<file path="src/rtl/ipg_pkg.sv">
package ipg_pkg;

  // Strobes from control to datapath, one set per generator per cycle
  typedef struct packed {
    logic load;     // take a new interval from the bus
    logic restart;  // reload counter from stored interval (disabled)
    logic step;     // subtract one tick
    logic fire;     // counter expired on this advance: reload and pulse
  } ipgStrobe_t;

endpackage

</file>
<file path="src/rtl/ipg_dpath.sv">
module ipg_dpath
  import ipg_pkg::*;
#(
  parameter int CNT_W   = 32,
  parameter int TICK_NS = 5
) (
  input  logic             clk,
  input  logic             rstN,
  input  ipgStrobe_t       strobes,
  input  logic [CNT_W-1:0] wrData,
  output logic             cntLow
);

  localparam logic [CNT_W-1:0] TICK_STEP = CNT_W'(TICK_NS);

  logic [CNT_W-1:0] intervalQ;
  logic [CNT_W-1:0] cntQ;
  logic [CNT_W-1:0] cntD;

  always_comb begin
    cntD = cntQ;
    if (strobes.load) begin
      cntD = wrData;
    end else if (strobes.restart || strobes.fire) begin
      cntD = intervalQ;
    end else if (strobes.step) begin
      cntD = cntQ - TICK_STEP;
    end
  end

  always_ff @(posedge clk or negedge rstN) begin
    if (!rstN) begin
      intervalQ <= '0;
      cntQ      <= '0;
    end else begin
      if (strobes.load) begin
        intervalQ <= wrData;
      end
      cntQ <= cntD;
    end
  end

  // Remaining time is below one tick: the next advance fires
  assign cntLow = (cntQ < TICK_STEP);

  AST_LOAD_TAKES_DATA: assert property (@(posedge clk) disable iff (!rstN)
    strobes.load |=> (cntQ == $past(wrData)) && (intervalQ == $past(wrData)));

  AST_STEP_DOWN: assert property (@(posedge clk) disable iff (!rstN)
    strobes.step |=> (cntQ == $past(cntQ) - TICK_STEP));

  AST_IDLE_HOLDS: assert property (@(posedge clk) disable iff (!rstN)
    !(strobes.load || strobes.restart || strobes.fire || strobes.step) |=> $stable(cntQ));

  AST_FIRE_RELOADS: assert property (@(posedge clk) disable iff (!rstN)
    strobes.fire |=> (cntQ == intervalQ));

endmodule

</file>
<file path="src/rtl/ipg_ctrl.sv">
module ipg_ctrl
  import ipg_pkg::*;
(
  input  logic       clk,
  input  logic       rstN,
  input  logic       tickAdv,
  input  logic       outClkEn,
  input  logic       wrEn,
  input  logic       enable,
  input  logic       evtClr,
  input  logic       ovrClr,
  input  logic       cntLow,
  output ipgStrobe_t strobes,
  output logic       pulseQ,
  output logic       evtQ,
  output logic       ovrQ
);

  logic running;
  logic pulseD;
  logic evtD;
  logic ovrD;

  assign running = enable && !wrEn;

  always_comb begin
    strobes         = '0;
    strobes.load    = wrEn;
    strobes.restart = !wrEn && !enable;
    strobes.fire    = running && tickAdv && cntLow;
    strobes.step    = running && tickAdv && !cntLow;
  end

  // Pulse: set on fire, released by the first output-clock strobe seen while high
  always_comb begin
    pulseD = pulseQ;
    if (strobes.fire) begin
      pulseD = 1'b1;
    end else if (pulseQ && outClkEn) begin
      pulseD = 1'b0;
    end
  end

  // Sticky flags: setting wins over a same-cycle clear
  always_comb begin
    evtD = evtQ;
    if (strobes.fire) begin
      evtD = 1'b1;
    end else if (evtClr) begin
      evtD = 1'b0;
    end
  end

  always_comb begin
    ovrD = ovrQ;
    if (strobes.fire && evtQ && !evtClr) begin
      ovrD = 1'b1;
    end else if (ovrClr) begin
      ovrD = 1'b0;
    end
  end

  always_ff @(posedge clk or negedge rstN) begin
    if (!rstN) begin
      pulseQ <= 1'b0;
      evtQ   <= 1'b0;
      ovrQ   <= 1'b0;
    end else begin
      pulseQ <= pulseD;
      evtQ   <= evtD;
      ovrQ   <= ovrD;
    end
  end

  AST_PULSE_HOLD: assert property (@(posedge clk) disable iff (!rstN)
    pulseQ && !outClkEn |=> pulseQ);

  AST_PULSE_RELEASE: assert property (@(posedge clk) disable iff (!rstN)
    pulseQ && outClkEn && !strobes.fire |=> !pulseQ);

  AST_NO_PULSE_WHEN_OFF: assert property (@(posedge clk) disable iff (!rstN)
    !enable |=> !$rose(pulseQ));

  AST_NO_PULSE_ON_WRITE: assert property (@(posedge clk) disable iff (!rstN)
    wrEn && !pulseQ |=> !pulseQ);

  AST_EVT_STICKY: assert property (@(posedge clk) disable iff (!rstN)
    evtQ && !evtClr |=> evtQ);

  AST_OVR_AFTER_EVT: assert property (@(posedge clk) disable iff (!rstN)
    $rose(ovrQ) |-> $past(evtQ));

  AST_PULSE_FROM_TICK: assert property (@(posedge clk) disable iff (!rstN)
    $rose(pulseQ) |-> $past(tickAdv && enable));

endmodule

</file>
<file path="src/rtl/interval_pulse_gen.sv">
module interval_pulse_gen
  import ipg_pkg::*;
#(
  parameter int NUM_GEN = 2,
  parameter int CNT_W   = 32,
  parameter int TICK_NS = 5
) (
  input  logic               clk,
  input  logic               rstN,
  input  logic               tickAdv,
  input  logic               outClkEn,
  input  logic [NUM_GEN-1:0] intervalWr,
  input  logic [CNT_W-1:0]   intervalData,
  input  logic [NUM_GEN-1:0] genEnable,
  input  logic [NUM_GEN-1:0] evtClr,
  input  logic [NUM_GEN-1:0] ovrClr,
  output logic [NUM_GEN-1:0] pulseOut,
  output logic [NUM_GEN-1:0] evtFlag,
  output logic [NUM_GEN-1:0] ovrFlag
);

  for (genvar g = 0; g < NUM_GEN; g++) begin : gGen
    ipgStrobe_t strobes;
    logic       cntLow;

    ipg_ctrl uCtrl (
      .clk      (clk),
      .rstN     (rstN),
      .tickAdv  (tickAdv),
      .outClkEn (outClkEn),
      .wrEn     (intervalWr[g]),
      .enable   (genEnable[g]),
      .evtClr   (evtClr[g]),
      .ovrClr   (ovrClr[g]),
      .cntLow   (cntLow),
      .strobes  (strobes),
      .pulseQ   (pulseOut[g]),
      .evtQ     (evtFlag[g]),
      .ovrQ     (ovrFlag[g])
    );

    ipg_dpath #(
      .CNT_W   (CNT_W),
      .TICK_NS (TICK_NS)
    ) uDpath (
      .clk     (clk),
      .rstN    (rstN),
      .strobes (strobes),
      .wrData  (intervalData),
      .cntLow  (cntLow)
    );
  end

  AST_RESET_QUIET: assert property (@(posedge clk) disable iff (!rstN)
    $rose(rstN) |-> (pulseOut == '0) && (evtFlag == '0) && (ovrFlag == '0));

endmodule

</file>
<file path="config.mk">
export PLATFORM = sky130hd
export DESIGN_NAME = interval_pulse_gen
export DESIGN_NICKNAME = d
export VERILOG_FILES = /design/src/rtl/ipg_pkg.sv /design/src/rtl/ipg_dpath.sv /design/src/rtl/ipg_ctrl.sv /design/src/rtl/interval_pulse_gen.sv
export SDC_FILE = /design/constraint.sdc
export NUM_CORES = 1
export LEC_CHECK = 0
export CAP_MARGIN = 10
export CORE_MARGIN = 5
export CORE_UTILIZATION = 58
export DETAILED_ROUTE_END_ITERATION = 8
export PLACE_DENSITY = 0.87
export SLEW_MARGIN = 20
export SYNTH_ARGS = -nofsm -noshare
export SYNTH_HDL_FRONTEND = slang
export SYNTH_SLANG_ARGS = --single-unit
</file>
<file path="constraint.sdc">
create_clock -name clk -period 7 [get_ports clk]
set_input_delay 0.7 -clock clk [delete_from_list [all_inputs] [get_ports clk]]
set_output_delay 0.7 -clock clk [all_outputs]
set_load 0.1 [all_outputs]
</file>
## Word-level counts from Yosys, hierarchy flattened

Cells that the tools add are included.

| cells by class | value |
|---|---|
| add/sub/neg operators | 2 |
| $mul | 0 |
| divide/modulo/power cells | 0 |
| $lt $le $gt $ge | 2 |
| eq/ne operators | 0 |
| shift-type cells | 0 |
| muxes and demuxes | 18 |
| bitwise operators | 0 |
| reduce and logical (&&, ||, !) cells | 34 |

Operator list:

| kind | count |
|---|---|
| two-way mux 32 bit | 6 |
| < comparator 32 x 3 -> 1 bit (second input constant) | 2 |
| subtractor 32 x 3 -> 32 bit (second input constant) | 2 |
| logical AND 1 bit | 16 |
| two-way mux 1 bit | 12 |
| nonzero test 2 bit | 6 |
| logical NOT 1 bit | 8 |
| nonzero test 3 bit | 2 |
| logical OR 1 bit | 2 |

| word-level totals | value |
|---|---|
| register bits after elaboration | 134 |
| bits in latches | 0 |
| RAM bits | 0 |
| bits in read-only memories | 0 |
| input bits | 44 |
| output and inout bits | 6 |
| logic and storage cells | 66 |
| memories | 0 |

## Logic depth before layout (Yosys ltp)

Gate-level depths: netlist of the first run.

| depth | value |
|---|---|
| depth after elaboration | 7 |
| mapped depth | 9 |
| gate-level depth less buffers | 7 |

## By module

From an unflattened synthesis of the first run, not the netlist that was laid out.

| second synthesis, totals | value |
|---|---|
| cell total of the unflattened synthesis | 814 |
| area total of the unflattened synthesis | 7374.6 µm² |

By module, submodules not included:

| module | instances | cells each | area an instance (µm²) |
|---|---|---|---|
| ipg_dpath | 2 | 392 | 3518.4 |
| ipg_ctrl | 2 | 15 | 168.9 |

## Worst setup path after synthesis of the first run

OpenSTA, ideal clock, no wires.

| timing | value |
|---|---|
| kind | input -> register |
| from | input port tickAdv |
| to | register gGen[1].uDpath.cntQ[13] |
| library setup time | 0.126 ns |
| data arrival time | 2.662 ns |
| setup slack | 4.212 ns |
| stages on the path | 7 |
| buffers on the path | 2 |
| cell sequence | clkbuf_1 > nor4b_1 > nand3_1 > o41ai_2 > clkbuf_1 > o221ai_1 > o311a_1 |

| between the ends | value |
|---|---|
| word-level cells in the longest chain between the ends | 5 |
| elaborated cells on any way between the ends | 7 |
| those cells by class | mux (2); reduce/logical (5) |

RTL lines:

| item | RTL line | text |
|---|---|---|
| from (decl) | interval_pulse_gen.sv:10 | `input logic tickAdv,` |
| logical AND 1 bit * | ipg_ctrl.sv:30, ipg_ctrl.sv:31 |  |
| logical AND 1 bit | ipg_ctrl.sv:30 | `strobes.fire = running && tickAdv && cntLow;` |
| logical OR 1 bit | ipg_dpath.sv:24 | `end else if (strobes.restart \|\| strobes.fire) begin` |
| two-way mux 32 bit | ipg_dpath.sv:24 |  |
| two-way mux 32 bit | ipg_dpath.sv:22 | `if (strobes.load) begin` |
| to (signal assigned) | ipg_dpath.sv:39 | `cntQ <= cntD;` |
| to (decl) | ipg_dpath.sv:17 | `logic [CNT_W-1:0] cntQ;` |

Mark *: on every way between the ends. The rest lies on a longest branch, timed or not.
A chain may end at the register's enable or synchronous reset.

## Worst setup path after layout of the first run

| timing | value |
|---|---|
| from | register gGen[0].uDpath.cntQ[4] |
| to | register gGen[0].uDpath.cntQ[17] |

| between the ends | value |
|---|---|
| word-level cells in the longest chain between the ends | 5 |
| elaborated cells on any way between the ends | 10 |
| those cells by class | add/sub (1); order compare (1); mux (3); reduce/logical (5) |

RTL lines:

| item | RTL line | text |
|---|---|---|
| from (decl) | ipg_dpath.sv:17 |  |
| from (signal assigned) | ipg_dpath.sv:39 |  |
| < comparator 32 x 3 -> 1 bit | ipg_dpath.sv:44 | `assign cntLow = (cntQ < TICK_STEP);` |
| logical AND 1 bit | ipg_ctrl.sv:30 |  |
| logical OR 1 bit | ipg_dpath.sv:24 |  |
| two-way mux 32 bit | ipg_dpath.sv:24 |  |
| two-way mux 32 bit | ipg_dpath.sv:22 |  |

Several ways; a longest one is shown, not always the timed one. The select of a mux whose other input is x is not followed.

==> results of run 1 <==
[cell usage in the layout, fill, tap and decap left out, drive strengths merged, types with 11 or more instances in the layout]
cell type      count
a21oi             46
nand3             16
a31oi             18
buf               16
nor4              26
a211oi            14
nand2b            13
o21ai             91
a211o             13
dfrtp            134
inv               52
nand2             87
nand4             16
clkbuf            19
nor2              59
nor3              27
clkdlybuf4s50     46
mux2              30
o211ai            11
or3               17
[metal layers]
metal  vias to the layer above  global-route usage  share of wire
met5                         -                   0              0
met4                         0               0.124          0.034
met3                        85              0.0729          0.088
met2                       440               0.474           0.47
met1                      3733               0.376           0.41
li1                       3536                   -              -
[power by group]
group          total [mW]  switching (mW)  internal, mW
sequential          0.962          0.0995         0.862
clock               0.879           0.348         0.531
combinational       0.411           0.240         0.171
[worst max path at each step]
stage                           startpoint                      end  slack (ns)  depth (start not counted)
detailed placement                 tickAdv  gGen[1].uDpath.cntQ[14]        3.32                          8
floorplan                          tickAdv  gGen[1].uDpath.cntQ[13]        4.21                          7
finish              gGen[0].uDpath.cntQ[4]  gGen[0].uDpath.cntQ[17]        3.58                          5
CTS                 gGen[0].uDpath.cntQ[4]  gGen[0].uDpath.cntQ[17]        3.63                          5
global route                       tickAdv  gGen[1].uDpath.cntQ[14]        3.46                          8
global placement                   tickAdv  gGen[1].uDpath.cntQ[27]        3.39                          8
[synthesized netlist by cell type, types with 4 or more instances]
cell type,instances
o21a_1,5
mux2_2,30
and2_1,4
or4_1,9
a21o_1,10
nand3_1,16
a311oi_1,5
a21oi_1,46
nor2_1,59
buf_1,4
clkbuf_1,53
o221a_2,7
nor3_1,27
o211ai_1,11
buf_4,8
mux2i_1,10
a31oi_1,18
nand2b_1,13
or3_1,16
a211o_1,13
o22ai_1,7
nor2b_1,6
nand4_1,16
a2111oi_0,7
dfrtp_1,134
a41oi_1,7
o221ai_1,10
a211oi_1,14
o2111ai_1,5
nor4b_1,7
a221oi_1,8
a31o_2,5
and4_1,8
nor4_1,25
o21ai_0,91
inv_1,50
and3_1,5
nand2_1,87
or2_2,5
[kinds of logic after synthesis]
family,synth area share
compound gates,0.268
xor+xnor,0.00432
fa+ha+maj,0.00308
buf+inv,0.0589
flops,0.413
mux,0.0540
simple gates,0.199
[worst max-delay path, cell delays in order (launching register included)]
cell	delay, ns
dfrtp_1	0.46
or4_1	0.68
or4_4	0.67
o41ai_4	0.81
o21ai_0	0.20
a2111o_1	0.46
[area by class of cell]
cell class              count  area (sq um)  area share
clock buffers              19           443      0.0479
well taps                 180           225      0.0244
repair buffers             62           579      0.0627
clock inverters            13           131      0.0142
inverters                  53           199      0.0215
flip-flops and latches    134          3350       0.363
multi-input cells         669          4310       0.466
[registers in the layout, summed over array words and instances (netlist names)]
signal / flops
gGen.uCtrl.evtQ: 2
gGen.uCtrl.pulseQ: 2
gGen.uCtrl.ovrQ: 2
gGen.uDpath.cntQ: 64
gGen.uDpath.intervalQ: 64
[metrics by stage]
stage / std cells / util / worst slack, ns
after floorplan: 922 / - / 4.21
after global placement: 1098 / 0.628 / 3.39
after detailed placement: 1098 / 0.629 / 3.32
after CTS: 1130 / 0.670 / 3.63
after global routing: 1130 / 0.671 / 3.46
final: 1130 / 0.671 / 3.58
==> results.md, run 1 <==
- Status: complete, no violations
- Final Net Count: 983
- Starting Density: 0.589
- Worst EP required: around 7.3 ns
- Slew HR: 0.326
- Share of layout cells above drive strength 1: 0.113
- Standard cell core area: 0.0138 sq mm
- I/O pins: 50
- Design Area, Final: ~0.009 sq mm
- CTS Sinks: ~130
- RR Startpoint: gGen[0].uDpath.cntQ[4]
- Count of buffers from port buffering: 49
- Min cycle time layout: 3.42 ns
- Vias per Instance: about 6.9
- Ys Warns: 0
- Antenna fix cells: 0
- Clk_lat worst skew: approximately 0.42 ns
- GRT Total Usage: 0.294
- Final setup vio count: 0
- Pin count of the biggest net entering global routing: between 70 and 80
- Slew @ Worst Pin: between 0.9 and 1 ns
- Worst r2r dst: gGen[0].uDpath.cntQ[17]
- Final hold violations: 0
- Post-synth top area cell: dfrtp_1
- Mapped Area: approximately 0.0081 sq mm
- CTS tree: done
- Ys async rst share: 1.00
- DRC violations left: 0
- Top cell type's share of synthesized area: 0.413
- Seq/Total Area, Yosys: 0.413
- Die area: 0.0164 sq mm
- Power Dens Cells: 244 mW/mm^2
- Synth cell types: between 70 and 80
- CP Data Arrival Time: between 3 and 4 ns
- Avg WL per Cell: around 21 um
- Via count: 7794
- Final worst-path cycle share: 0.489
- CP Class: reg -> reg
- GRT Residual Overflow: 0
- Clock Skews: roughly 0.0075 ns
- Peak supply drop: a little over 0.2 mV
- Number of max-cap violations: 0
- Kind of end point of the critical path: register
- Initial DRT Pass Iterations: 5
- Hold Worst Slack: approximately 0.32 ns
- Clk slew on worst S/H paths: approximately 0.06 ns
- Syn Nets: 968
- First-pass GRT wire length: ~38000 um
- Post-Synthesis Cells: between 900 and 1000
- Syn-to-layout area delta: 13.9%
- R2R depth: 5
- Fill cell count: 1092
- Max-slew violations: 0
- CP startpoint kind: register
- RSZ-0062 raised after global routing: no
- Top cells by area, synth: dfrtp_1, o21ai_0, mux2_2
- Sum Neg Setup Slack: 0 ns
- Num CTS Buffers: 17
- Reg2Reg Setup Slack: approximately 3.6 ns
- Die Wd: between 100 and 150 um
- Pleak: ~3.8 nW
- Post-CTS Setup Repair Bufs: 0
- Hold buffers post-CTS: 0
- HP Class: in -> async
- Avg Cell Area, Syn: between 8 and 9 sq um
- Drt total wl: 23800 um
- Placed cell area: between 0.008 and 0.009 sq mm
- H-tree levels: 4
- Register bit count reported by yosys: around 130
- Initial antenna violation count: 0
- Die Y: roughly 130 um
- Clock Tree Root: clkbuf_16
- DRT antenna net count: 0
- # resized after CTS: 0
- PnR Total Power: between 2 and 2.5 mW
- Clock Path Buffers: 2
- Ys flop type: dfrtp_1
- EDFF count, synth: 0
- Dpl hpwl: around 16000 um
- Critical path fanouts, max: 13
- Floorplan row count: 43
- Fmax: a little under 300 MHz
- Initial DRC Count: between 1000 and 1500
- RD Place Congestion: 0.963
- Vias in the first global route: 7455
(Power assumes the default switching activity.)
==> run 2, diff against run 1 <==
clock period = 3.4 ns   (was 7 ns; I/O delays follow)
==> results.md, run 2 (same netlist as run 1, synthesis figures left out) <==
- Hold Worst Slack: -0.0522 ns (was 0.316 ns)
- Multi-input gate area: 0.00429 sq mm (was 0.00431 sq mm)
- Status: finished with violations (was complete, no violations)
- Starting Density: 0.589 (unchanged)
- Clk slew on worst S/H paths: 0.06 ns (about the same)
- Clock Skews: 0.00604 ns (was 0.00750 ns)
- Post-CTS Setup Repair Bufs: 0 (unchanged)
- First-pass GRT wire length: 38800 um (was 38500 um)
- Final Instance Count excl. Fillers: 1152 (was 1130)
- DRC violations left: 0 (unchanged)
- RSZ-0062 raised after global routing: no (unchanged)
- Crit-path max cell delay: 0.66 ns (was 0.81 ns)
- Fill cell count: 1105 (was 1092)
- Share of layout cells above drive strength 1: 0.129 (was 0.113)
- Min cycle time layout: 2.94 ns (was 3.42 ns)
- # resized after CTS: 0 (unchanged)
- Sum Neg Setup Slack: 0 ns (unchanged)
- Failing checks: negative hold slack
- Clk_lat worst skew: 0.43 ns (was 0.42 ns)
- CP Class: reg -> reg (unchanged)
- Slew @ Worst Pin: 1.06 ns (was 0.998 ns)
- Power Dens Cells: 504 mW/mm^2 (was 244 mW/mm^2)
- Syn-to-layout area delta: 16.6% (was 13.9%)
- Clock Tree Root: clkbuf_16 (unchanged)
- Hold buffers post-CTS: 0 (unchanged)
- Largest registers: gGen.uDpath.cntQ x64, gGen.uDpath.intervalQ x64 (unchanged)
- HP Class: in -> async (unchanged)
- Die Wd: 128 um (unchanged)
- Avg WL per Cell: 20.7 um (was 21.0 um)
- Initial DRT Pass Iterations: 8 (was 5)
- Max-slew violations: 0 (unchanged)
- Clock Path Buffers: 2 (unchanged)
- H-tree levels: 4 (unchanged)
- Drt total wl: 23900 um (was 23800 um)
- Sequential Area: 0.00335 sq mm (unchanged)
- GRT Total Usage: 0.295 (was 0.294)
- Die area: 0.0164 sq mm (unchanged)
- Floorplan row count: 43 (unchanged)
- Vias per Instance: 6.81 (was 6.90)
- Initial antenna violation count: 0 (unchanged)
- Commonest non-fill, non-tap cell in the layout: dfrtp_1 (unchanged)
- Final Net Count: 1005 (was 983)
- Worst EP required: 3.71 ns (was 7.30 ns)
- Critical path fanouts, max: 13 (unchanged)
- Num CTS Buffers: 17 (unchanged)
- Vias in the first global route: 7597 (was 7455)
- Slowest-stage cell, CP: or4_4 (was o41ai_4)
- DP Cell Count: 1120 (was 1098)
- Fmax: 340 MHz (was 292 MHz)
- CP delay by family, top: simple AND/OR/NAND/NOR gates (was compound AO/OA/AOI/OAI gates)
- Slew HR: 0.283 (was 0.326)
- Crit. path cell count: 5 (unchanged)
- Final core utilization: 0.686 (was 0.671)
- Via count: 7846 (was 7794)
- Antenna fix cells: 0 (unchanged)
- WP buf/inv: 0 (unchanged)
- CTS tree: done (unchanged)
- Standard cell core area: 0.0138 sq mm (unchanged)
- I/O pins: 50 (unchanged)
- Initial DRC Count: 980 (was 1010)
- Count of buffers from port buffering: 49 (unchanged)
- Most frequent cells in the layout: dfrtp_1, o21ai_0, nand2_1, nor2_1, inv_1 (unchanged)
- GRT Residual Overflow: 0 (unchanged)
- Crit-path cells: or4_1 > or4_4 > o41ai_4 > o21ai_0 > a2111o_1 (unchanged)
- RD Place Congestion: 0.987 (was 0.963)
- Peak supply drop: 0.348 mV (was 0.208 mV)
- Kind of end point of the critical path: register (unchanged)
- Number of max-cap violations: 0 (unchanged)
- Final hold violations: 14 (was 0)
- R2R depth: 5 (unchanged)
- Final worst-path cycle share: 0.865 (was 0.489)
- Final setup vio count: 0 (unchanged)
- CTS Sinks: 134 (unchanged)
- Die Y: 128 um (unchanged)
- DRT antenna net count: 0 (unchanged)
- Dpl hpwl: 16600 um (was 15700 um)
- Pleak: 3.89 nW (was 3.76 nW)
- Pin count of the biggest net entering global routing: 88 (was 77)
- CP Data Arrival Time: 3.25 ns (was 3.72 ns)
- CP startpoint kind: register (unchanged)
## run 2: cell type report
class,count,share of cell area
Tap cell,180,0.0238
Timing Repair Buffer,84,0.0814
Clock inverter,8,0.0127
Inverter,53,0.0210
Sequential cell,134,0.355
Clock buffer,24,0.0520
Multi-Input combinational cell,669,0.454
## run 2: power by group
part	internal [mW]	leakage [nW]	switching, mW
registers	1.78	1.63	0.201
logic	0.367	1.97	0.490
clock network	1.23	0.296	0.706
total	3.37	3.89	1.40
## run 2: final timing paths
| kind | from | to | slack (ns) |
|---|---|---|---|
| max in group asynchronous | rstN | gGen[0].uDpath.intervalQ[1] | 2.66 |
| setup / recovery | gGen[0].uDpath.cntQ[4] | gGen[0].uDpath.cntQ[17] | 0.46 |
| hold reg to reg | gGen[0].uDpath.intervalQ[25] | gGen[0].uDpath.intervalQ[25] | 0.48 |
| hold / removal | rstN | gGen[1].uDpath.intervalQ[8] | -0.05 |
| setup reg to reg | gGen[0].uDpath.cntQ[4] | gGen[0].uDpath.cntQ[17] | 0.46 |
| min in group clk | intervalWr[1] | gGen[1].uDpath.intervalQ[16] | 0.36 |
## run 2: stage by stage
stage / power (mW) / setup WS [ns] / area (sq um)
2_1_floorplan: 2.52 / 0.753 / 8110
3_3_place_gp: 2.79 / 0.505 / 8840
3_5_place_dp: 2.83 / 0.492 / 8840
4_1_cts: 4.75 / 0.479 / 9450
5_1_grt: 4.96 / 0.388 / 9450
6_report: 4.77 / 0.460 / 9450
## run 2: per-layer routing
| metal | up-vias | GRT usage | wire [um] |
|---|---|---|---|
| li1 | 3569 | - | - |
| met1 | 3752 | 0.384 | 9540 |
| met2 | 428 | 0.471 | 11300 |
| met3 | 97 | 0.0729 | 2180 |
| met4 | 0 | 0.123 | 813 |
| met5 | - | 0 | 0 |
## run 2: worst register-to-register path, cell delays in order, from the launching register on
cell and delay [ns]:
dfrtp_1 0.43, or4_1 0.66, or4_4 0.66, o41ai_4 0.51
o21ai_0 0.16, a2111o_1 0.42
